`src/rtl/alu16_pkg.sv`:
```
package alu16_pkg;
    localparam int WORD_W = 16;
    localparam int BYTE_W = 8;
    localparam int FLAG_W = 16;

    localparam int CF_BIT = 0;
    localparam int PF_BIT = 2;
    localparam int AF_BIT = 4;
    localparam int ZF_BIT = 6;
    localparam int SF_BIT = 7;
    localparam int TF_BIT = 8;
    localparam int IF_BIT = 9;
    localparam int DF_BIT = 10;
    localparam int OF_BIT = 11;

    localparam logic [FLAG_W-1:0] FLAG_DEF_MASK =
        FLAG_W'((1 << CF_BIT) | (1 << PF_BIT) | (1 << AF_BIT) | (1 << ZF_BIT) |
                (1 << SF_BIT) | (1 << TF_BIT) | (1 << IF_BIT) | (1 << DF_BIT) |
                (1 << OF_BIT));

    typedef enum logic [3:0] {
        OP_ADD = 4'd0, OP_ADC = 4'd1, OP_SUB = 4'd2, OP_SBB = 4'd3,
        OP_CMP = 4'd4, OP_INC = 4'd5, OP_DEC = 4'd6, OP_NEG = 4'd7,
        OP_AND = 4'd8, OP_OR = 4'd9, OP_XOR = 4'd10, OP_TST = 4'd11,
        OP_NOT = 4'd12, OP_R13 = 4'd13, OP_R14 = 4'd14, OP_R15 = 4'd15
    } alu_op_e;

    typedef enum logic [2:0] {
        FC_NONE = 3'd0, FC_SET_C = 3'd1, FC_CLR_C = 3'd2, FC_INV_C = 3'd3,
        FC_SET_D = 3'd4, FC_CLR_D = 3'd5, FC_SET_I = 3'd6, FC_CLR_I = 3'd7
    } flag_cmd_e;

    typedef enum logic [1:0] {
        UPD_ARITH, UPD_KEEPC, UPD_LOGIC, UPD_HOLD
    } flag_upd_e;

    typedef struct packed {
        logic [WORD_W-1:0] a;
        logic [WORD_W-1:0] b;
        logic              cin;
        logic              sub;
    } addsub_req_t;

    typedef struct packed {
        logic [WORD_W-1:0] sum;
        logic              co;
        logic              ac;
        logic              ov;
    } addsub_rsp_t;

    function automatic logic [WORD_W-1:0] width_mask(input logic wide);
        return wide ? {WORD_W{1'b1}} : {{(WORD_W-BYTE_W){1'b0}}, {BYTE_W{1'b1}}};
    endfunction

    function automatic logic even_ones(input logic [BYTE_W-1:0] v);
        return ~^v;
    endfunction
endpackage

```
`src/rtl/alu16_addsub.sv`:
```
module alu16_addsub
    import alu16_pkg::*;
(
    input  addsub_req_t req,
    input  logic        wide,
    output addsub_rsp_t rsp
);
    logic [WORD_W:0]   ext;
    logic [WORD_W-1:0] mask, a_m, b_m;
    logic              sa, sb, sr;

    always_comb begin
        mask = width_mask(wide);
        a_m  = req.a & mask;
        b_m  = req.b & mask;
        if (req.sub)
            ext = {1'b0, a_m} - {1'b0, b_m} - {{WORD_W{1'b0}}, req.cin};
        else
            ext = {1'b0, a_m} + {1'b0, b_m} + {{WORD_W{1'b0}}, req.cin};
        sa = wide ? a_m[WORD_W-1] : a_m[BYTE_W-1];
        sb = wide ? b_m[WORD_W-1] : b_m[BYTE_W-1];
        sr = wide ? ext[WORD_W-1] : ext[BYTE_W-1];
        rsp.sum = ext[WORD_W-1:0] & mask;
        rsp.co  = wide ? ext[WORD_W] : ext[BYTE_W];
        rsp.ac  = a_m[4] ^ b_m[4] ^ ext[4];
        rsp.ov  = req.sub ? ((sa != sb) && (sr != sa)) : ((sa == sb) && (sr != sa));
    end
endmodule

```
`src/rtl/alu16_logic.sv`:
```
module alu16_logic
    import alu16_pkg::*;
(
    input  alu_op_e           op,
    input  logic              wide,
    input  logic [WORD_W-1:0] a,
    input  logic [WORD_W-1:0] b,
    output logic [WORD_W-1:0] res
);
    logic [WORD_W-1:0] raw;

    always_comb begin
        unique case (op)
            OP_AND, OP_TST: raw = a & b;
            OP_OR:          raw = a | b;
            OP_XOR:         raw = a ^ b;
            OP_NOT:         raw = ~a;
            default:        raw = '0;
        endcase
        res = raw & width_mask(wide);
    end
endmodule

```
`src/rtl/alu16_flagpack.sv`:
```
module alu16_flagpack
    import alu16_pkg::*;
(
    input  logic [WORD_W-1:0] res,
    input  logic              wide,
    input  flag_upd_e         upd,
    input  addsub_rsp_t       ar,
    input  logic [FLAG_W-1:0] fin,
    input  flag_cmd_e         cmd,
    output logic [FLAG_W-1:0] fout
);
    logic zr, sg;

    always_comb begin
        fout = fin & FLAG_DEF_MASK;
        zr   = (res == '0);
        sg   = wide ? res[WORD_W-1] : res[BYTE_W-1];
        if (cmd != FC_NONE) begin
            unique case (cmd)
                FC_SET_C: fout[CF_BIT] = 1'b1;
                FC_CLR_C: fout[CF_BIT] = 1'b0;
                FC_INV_C: fout[CF_BIT] = ~fin[CF_BIT];
                FC_SET_D: fout[DF_BIT] = 1'b1;
                FC_CLR_D: fout[DF_BIT] = 1'b0;
                FC_SET_I: fout[IF_BIT] = 1'b1;
                FC_CLR_I: fout[IF_BIT] = 1'b0;
                default:  fout[CF_BIT] = fin[CF_BIT];
            endcase
        end else if (upd != UPD_HOLD) begin
            fout[PF_BIT] = even_ones(res[BYTE_W-1:0]);
            fout[ZF_BIT] = zr;
            fout[SF_BIT] = sg;
            if (upd == UPD_LOGIC) begin
                fout[CF_BIT] = 1'b0;
                fout[AF_BIT] = 1'b0;
                fout[OF_BIT] = 1'b0;
            end else begin
                fout[AF_BIT] = ar.ac;
                fout[OF_BIT] = ar.ov;
                if (upd == UPD_ARITH)
                    fout[CF_BIT] = ar.co;
            end
        end
    end
endmodule

```
`src/rtl/alu16_flags.sv`:
```
module alu16_flags
    import alu16_pkg::*;
(
    input  logic        clk,
    input  logic        rst,
    input  logic [3:0]  op_i,
    input  logic        wide_i,
    input  logic [15:0] opnd_a_i,
    input  logic [15:0] opnd_b_i,
    input  logic [15:0] flags_in_i,
    input  logic [2:0]  flag_cmd_i,
    output logic [15:0] result_o,
    output logic        wr_en_o,
    output logic [15:0] flags_o
);
    alu_op_e           op;
    flag_cmd_e         cmd;
    addsub_req_t       req;
    addsub_rsp_t       rsp;
    flag_upd_e         upd;
    logic              use_arith, wb;
    logic [WORD_W-1:0] logic_res, res_nxt;
    logic [FLAG_W-1:0] flags_nxt;

    always_comb begin
        op        = alu_op_e'(op_i);
        cmd       = flag_cmd_e'(flag_cmd_i);
        req.a     = opnd_a_i;
        req.b     = opnd_b_i;
        req.cin   = 1'b0;
        req.sub   = 1'b0;
        use_arith = 1'b1;
        upd       = UPD_ARITH;
        wb        = 1'b1;
        unique case (op)
            OP_ADD: ;
            OP_ADC: req.cin = flags_in_i[CF_BIT];
            OP_SUB: req.sub = 1'b1;
            OP_SBB: begin req.sub = 1'b1; req.cin = flags_in_i[CF_BIT]; end
            OP_CMP: begin req.sub = 1'b1; wb = 1'b0; end
            OP_INC: begin req.b = WORD_W'(1); upd = UPD_KEEPC; end
            OP_DEC: begin req.b = WORD_W'(1); req.sub = 1'b1; upd = UPD_KEEPC; end
            OP_NEG: begin req.a = '0; req.b = opnd_a_i; req.sub = 1'b1; end
            OP_AND, OP_OR, OP_XOR: begin use_arith = 1'b0; upd = UPD_LOGIC; end
            OP_TST: begin use_arith = 1'b0; upd = UPD_LOGIC; wb = 1'b0; end
            OP_NOT: begin use_arith = 1'b0; upd = UPD_HOLD; end
            default: begin use_arith = 1'b0; upd = UPD_HOLD; wb = 1'b0; end
        endcase
        res_nxt = use_arith ? rsp.sum : logic_res;
        if (cmd != FC_NONE) begin
            wb      = 1'b0;
            res_nxt = '0;
        end
    end

    alu16_addsub u_addsub (.req(req), .wide(wide_i), .rsp(rsp));

    alu16_logic u_logic (
        .op(op), .wide(wide_i), .a(opnd_a_i), .b(opnd_b_i), .res(logic_res)
    );

    alu16_flagpack u_flagpack (
        .res(res_nxt), .wide(wide_i), .upd(upd), .ar(rsp),
        .fin(flags_in_i), .cmd(cmd), .fout(flags_nxt)
    );

    always_ff @(posedge clk) begin
        if (rst) begin
            result_o <= '0;
            wr_en_o  <= 1'b0;
            flags_o  <= '0;
        end else begin
            result_o <= res_nxt;
            wr_en_o  <= wb;
            flags_o  <= flags_nxt;
        end
    end
endmodule

```
`config.mk`:
```
export PLATFORM = sky130hd
export DESIGN_NAME = alu16_flags
export DESIGN_NICKNAME = d
export VERILOG_FILES = /design/src/rtl/alu16_pkg.sv /design/src/rtl/alu16_addsub.sv /design/src/rtl/alu16_logic.sv /design/src/rtl/alu16_flagpack.sv /design/src/rtl/alu16_flags.sv
export SDC_FILE = /design/constraint.sdc
export NUM_CORES = 1
export LEC_CHECK = 0
export BUFFER_PORTS_ARGS = -buffer_cell sky130_fd_sc_hd__buf_2
export CAP_MARGIN = 10
export CORE_MARGIN = 10
export CORE_UTILIZATION = 58
export CTS_CLUSTER_SIZE = 16
export DETAILED_ROUTE_END_ITERATION = 10
export PLACE_DENSITY_LB_ADDON = 0.15
export SYNTH_ARGS = -nofsm -noshare
export SYNTH_HDL_FRONTEND = slang
export SYNTH_SLANG_ARGS = --single-unit
```
`constraint.sdc`:
```
create_clock -name clk -period 7.2 [get_ports clk]
set_clock_uncertainty 0.05 [all_clocks]
set_input_delay 1.44 -clock clk [delete_from_list [all_inputs] [get_ports clk]]
set_output_delay 1.44 -clock clk [all_outputs]
set_load 0.03 [all_outputs]
```
==> summary.md <==
For the count of synthesis-stage warnings from yosys, the log shows 0. After legalization and detailed placement, the total HPWL measured 11.3 mm. For this design the ratio of total power to cell area is 126 nW/um^2. The tools report the number of cell rows as 32.

TritonCTS built the clock tree. Number of nets with antenna violations after detailed routing: 0. In this run the count of I/O pins placed on the die edge is 91. The final cell utilization of the core came out at 0.663.

The average footprint of a synthesized cell works out to 7.27 um^2. The total DRC errors in the routed layout is 0. The max-capacitance violation count is 0.

For this run, the leading register cell type out of synthesis is dfxtp_1. The netlist uses 79 different library cells. For the leakage component of the power, the log shows 2.57 nW. Share of async-settable or async-resettable flops after synthesis: 0. The classification of the worst-slack hold path was in -> reg. VDD sags by at most 0.0731 mV. For the via count of the first global-routing pass, the log shows 4467. The number of antenna diodes was 0. Yosys attributes the largest share of cell area to ha_1 (21%), dfxtp_1 (11%), inv_1 (6.6%). STA classifies the critical path endpoint as a register. The floorplan step set the die height to 110 um. The tree is rooted in a clkbuf_8. The portion of the clock cycle consumed by the worst path in the final layout is 0.830, and the mapped cell area is 4680 um^2. The tools report the number of sinks on the clock net as 26. The clock transition at the register clock pins on the worst setup and hold paths after CTS came out at 0.08 ns. The core box area is 7810 um^2, and the slew of the pin with the lowest slew margin is 1.03 ns. The run finished with clean final reports. The number of gates resized after CTS was 0.

The pin count of the biggest net entering global routing came out at 31. The share of the synthesized area in the top cell type works out to 0.211. The number of buffer cells added on primary ports works out to 76. The fraction of final layout cells sized beyond drive strength 1 came out at 0.155. The tools report the total non-filler cell area in the finished layout as 5180 um^2. The floorplan step set the die width to 110 um. At the end of routability-driven placement, the weighted congestion stood at 0.912. In this run the worst path has a maximum fanout of 14. Buffers added to address setup during post-CTS repair amount to 0. The synthesized design contains 0 enable-type register cells.

No sink is reached through more buffers than the 2 on the longest clock path. The full die area was 12100 um^2. For the share of the yosys chip area belonging to registers, the log shows 0.111. The worst-case setup margin in the final layout is 1.22 ns, and the iteration count of the initial detailed-routing pass is 5.

The growth of design area from synthesis to finish was 10.6%; the number of DRC violations after detailed-routing iteration 0 was 380. Of all cell types, the one taking the most synthesized area is ha_1. Remaining max-slew budget at the tightest pin: 0.305. The tools report the effective utilization at floorplan as 0.600.

Kind of start point of the critical path: an input port. The number of hold buffers added after CTS was 0. Synthesis inferred 26 register bits. Power comes to 654 uW. Setup violations remaining at the end of the flow were counted as 0. In this run, CTS created clock tree buffers numbering 3.

The required time reported for the critical path endpoint was 7.36 ns. Setup repair after global routing left no endpoint under its margin. The logs give 5120 um^2 for the cell area after placement and 0 for the number of antenna violations at the first check in global routing. The tools report the overall fraction of global-route tracks in use as 0.218.

The total overflow left after global routing is 0. Based on the critical path, the design can be clocked at up to 167 MHz. The via-per-instance ratio was 6.03; the total via count in the routed design was 4863. The logs give 6.14 ns for the data arrival time of the critical path and 0 for the final count of pins violating max slew.

The critical path is of the in -> reg type. After routing, the total negative slack on setup checks comes to 0 ns. Before CTS, the worst setup slack after placement is 1.07 ns. The worst path in the final design needs a cycle of 5.98 ns, including I/O delays and setup. The average wire per cell in the routed design works out to 17.3 um. In the final design database the tool counted 847 nets.

The logs give 1 for the H-tree depth reported by CTS and 13.9 mm for the final wirelength. The cell count after synthesis came out at 644. The tools report the wire length of the first global-routing pass as 21.7 mm. Counting instances, the worst hold path has a depth of 3. The hold violation total from the final report was 0.
-- worst max-delay path, cell delays in order --
cell and delay (ns):
buf_2 0.26, nor2b_1 0.23, nor2b_1 0.42, buf_4 0.26
o22ai_1 0.13, ha_1 0.38, inv_1 0.11, ha_1 0.23
or2_2 0.33, a311o_1 0.33, a31oi_1 0.19, o21ai_0 0.10
a21oi_1 0.15, a21oi_1 0.12, o22a_1 0.26, inv_1 0.09
ha_1 0.14, nand4_1 0.11, nor4_1 0.25, nand4_1 0.16
a2111oi_2 0.27, a22o_1 0.16
-- final cells by class --
class                      count  area, um^2
fill                         736        2630
inverter                      82         308
tap                          102         128
timing repair buffer          84         440
clock buffer                   4        55.1
sequential                    26         520
multi-input combinational    509        3730
-- stage by stage --
step	instances	hold slack, ns
6_report	807	1.33
5_1_grt	807	1.35
4_1_cts	807	1.33
3_5_place_dp	803	1.61
3_3_place_gp	803	1.60
2_1_floorplan	650	1.50
-- cells in the mapped netlist, types with 10 or more instances --
cell type  instances
nand3_1           11
dfxtp_1           26
nor2_1            60
o21ai_0           25
inv_1             82
and2_1            11
nor2b_1           17
nor3_1            14
a21oi_1           40
o22ai_1           21
and3_1            11
clkbuf_1          20
nand2b_1          10
ha_1              79
nand2_1           40
o221ai_1          10
a31oi_1           12
xnor2_1           19
-- path summary, 6_finish.rpt --
| path | start | to | slack (ns) |
|---|---|---|---|
| max | op_i[2] | flags_o[6] | 1.22 |
| min | flags_in_i[11] | flags_o[11] | 1.33 |
-- layer usage --
| metal | vias to the layer above | track usage | share of wire |
|---|---|---|---|
| met2 | 232 | 0.354 | 0.45 |
| met1 | 2212 | 0.295 | 0.43 |
| met4 | 0 | 0.0493 | 0.014 |
| met3 | 20 | 0.0357 | 0.10 |
| met5 | - | 0 | 0 |
| li1 | 2399 | - | - |
-- report_power, final --
| group | leakage (nW) | internal, mW | switching [mW] |
|---|---|---|---|
| Clock | 0.0288 | 0.0487 | 0.0399 |
| Sequential | 0.212 | 0.149 | 0.000970 |
| Combinational | 2.33 | 0.160 | 0.255 |
| Total | 2.57 | 0.358 | 0.296 |
-- kinds of logic (layout without fill, tap and decap cells) --
family / Yosys count / count (layout) / synth area share
buf+inv: 115 / 170 / 0.0991
xor+xnor: 22 / 22 / 0.0412
flops: 26 / 26 / 0.111
mux: 6 / 6 / 0.0139
compound gates: 176 / 176 / 0.265
simple gates: 214 / 214 / 0.238
other cells: 1 / 7 / 0.000801
fa+ha+maj: 84 / 84 / 0.230
-- state kept, by name, summed over array words and instances, names as in the netlist --
register and count:
flags_o 9, wr_en_o 1, result_o 16
-- cell usage in the layout (no fill, tap or decap), drive strengths merged, types with 10 or more instances in the layout --
master and n:
o22ai 21, and2 11, buf 84, o21ai 26, nand2b 10, and3 11
dfxtp 26, a31oi 12, xnor2 19, o221ai 10, nor2b 17, nor2 61
ha 79, nor3 14, a21oi 40, nand3 11, inv 82, nand2 40
No activity file was read; power rests on OpenSTA's default activity.
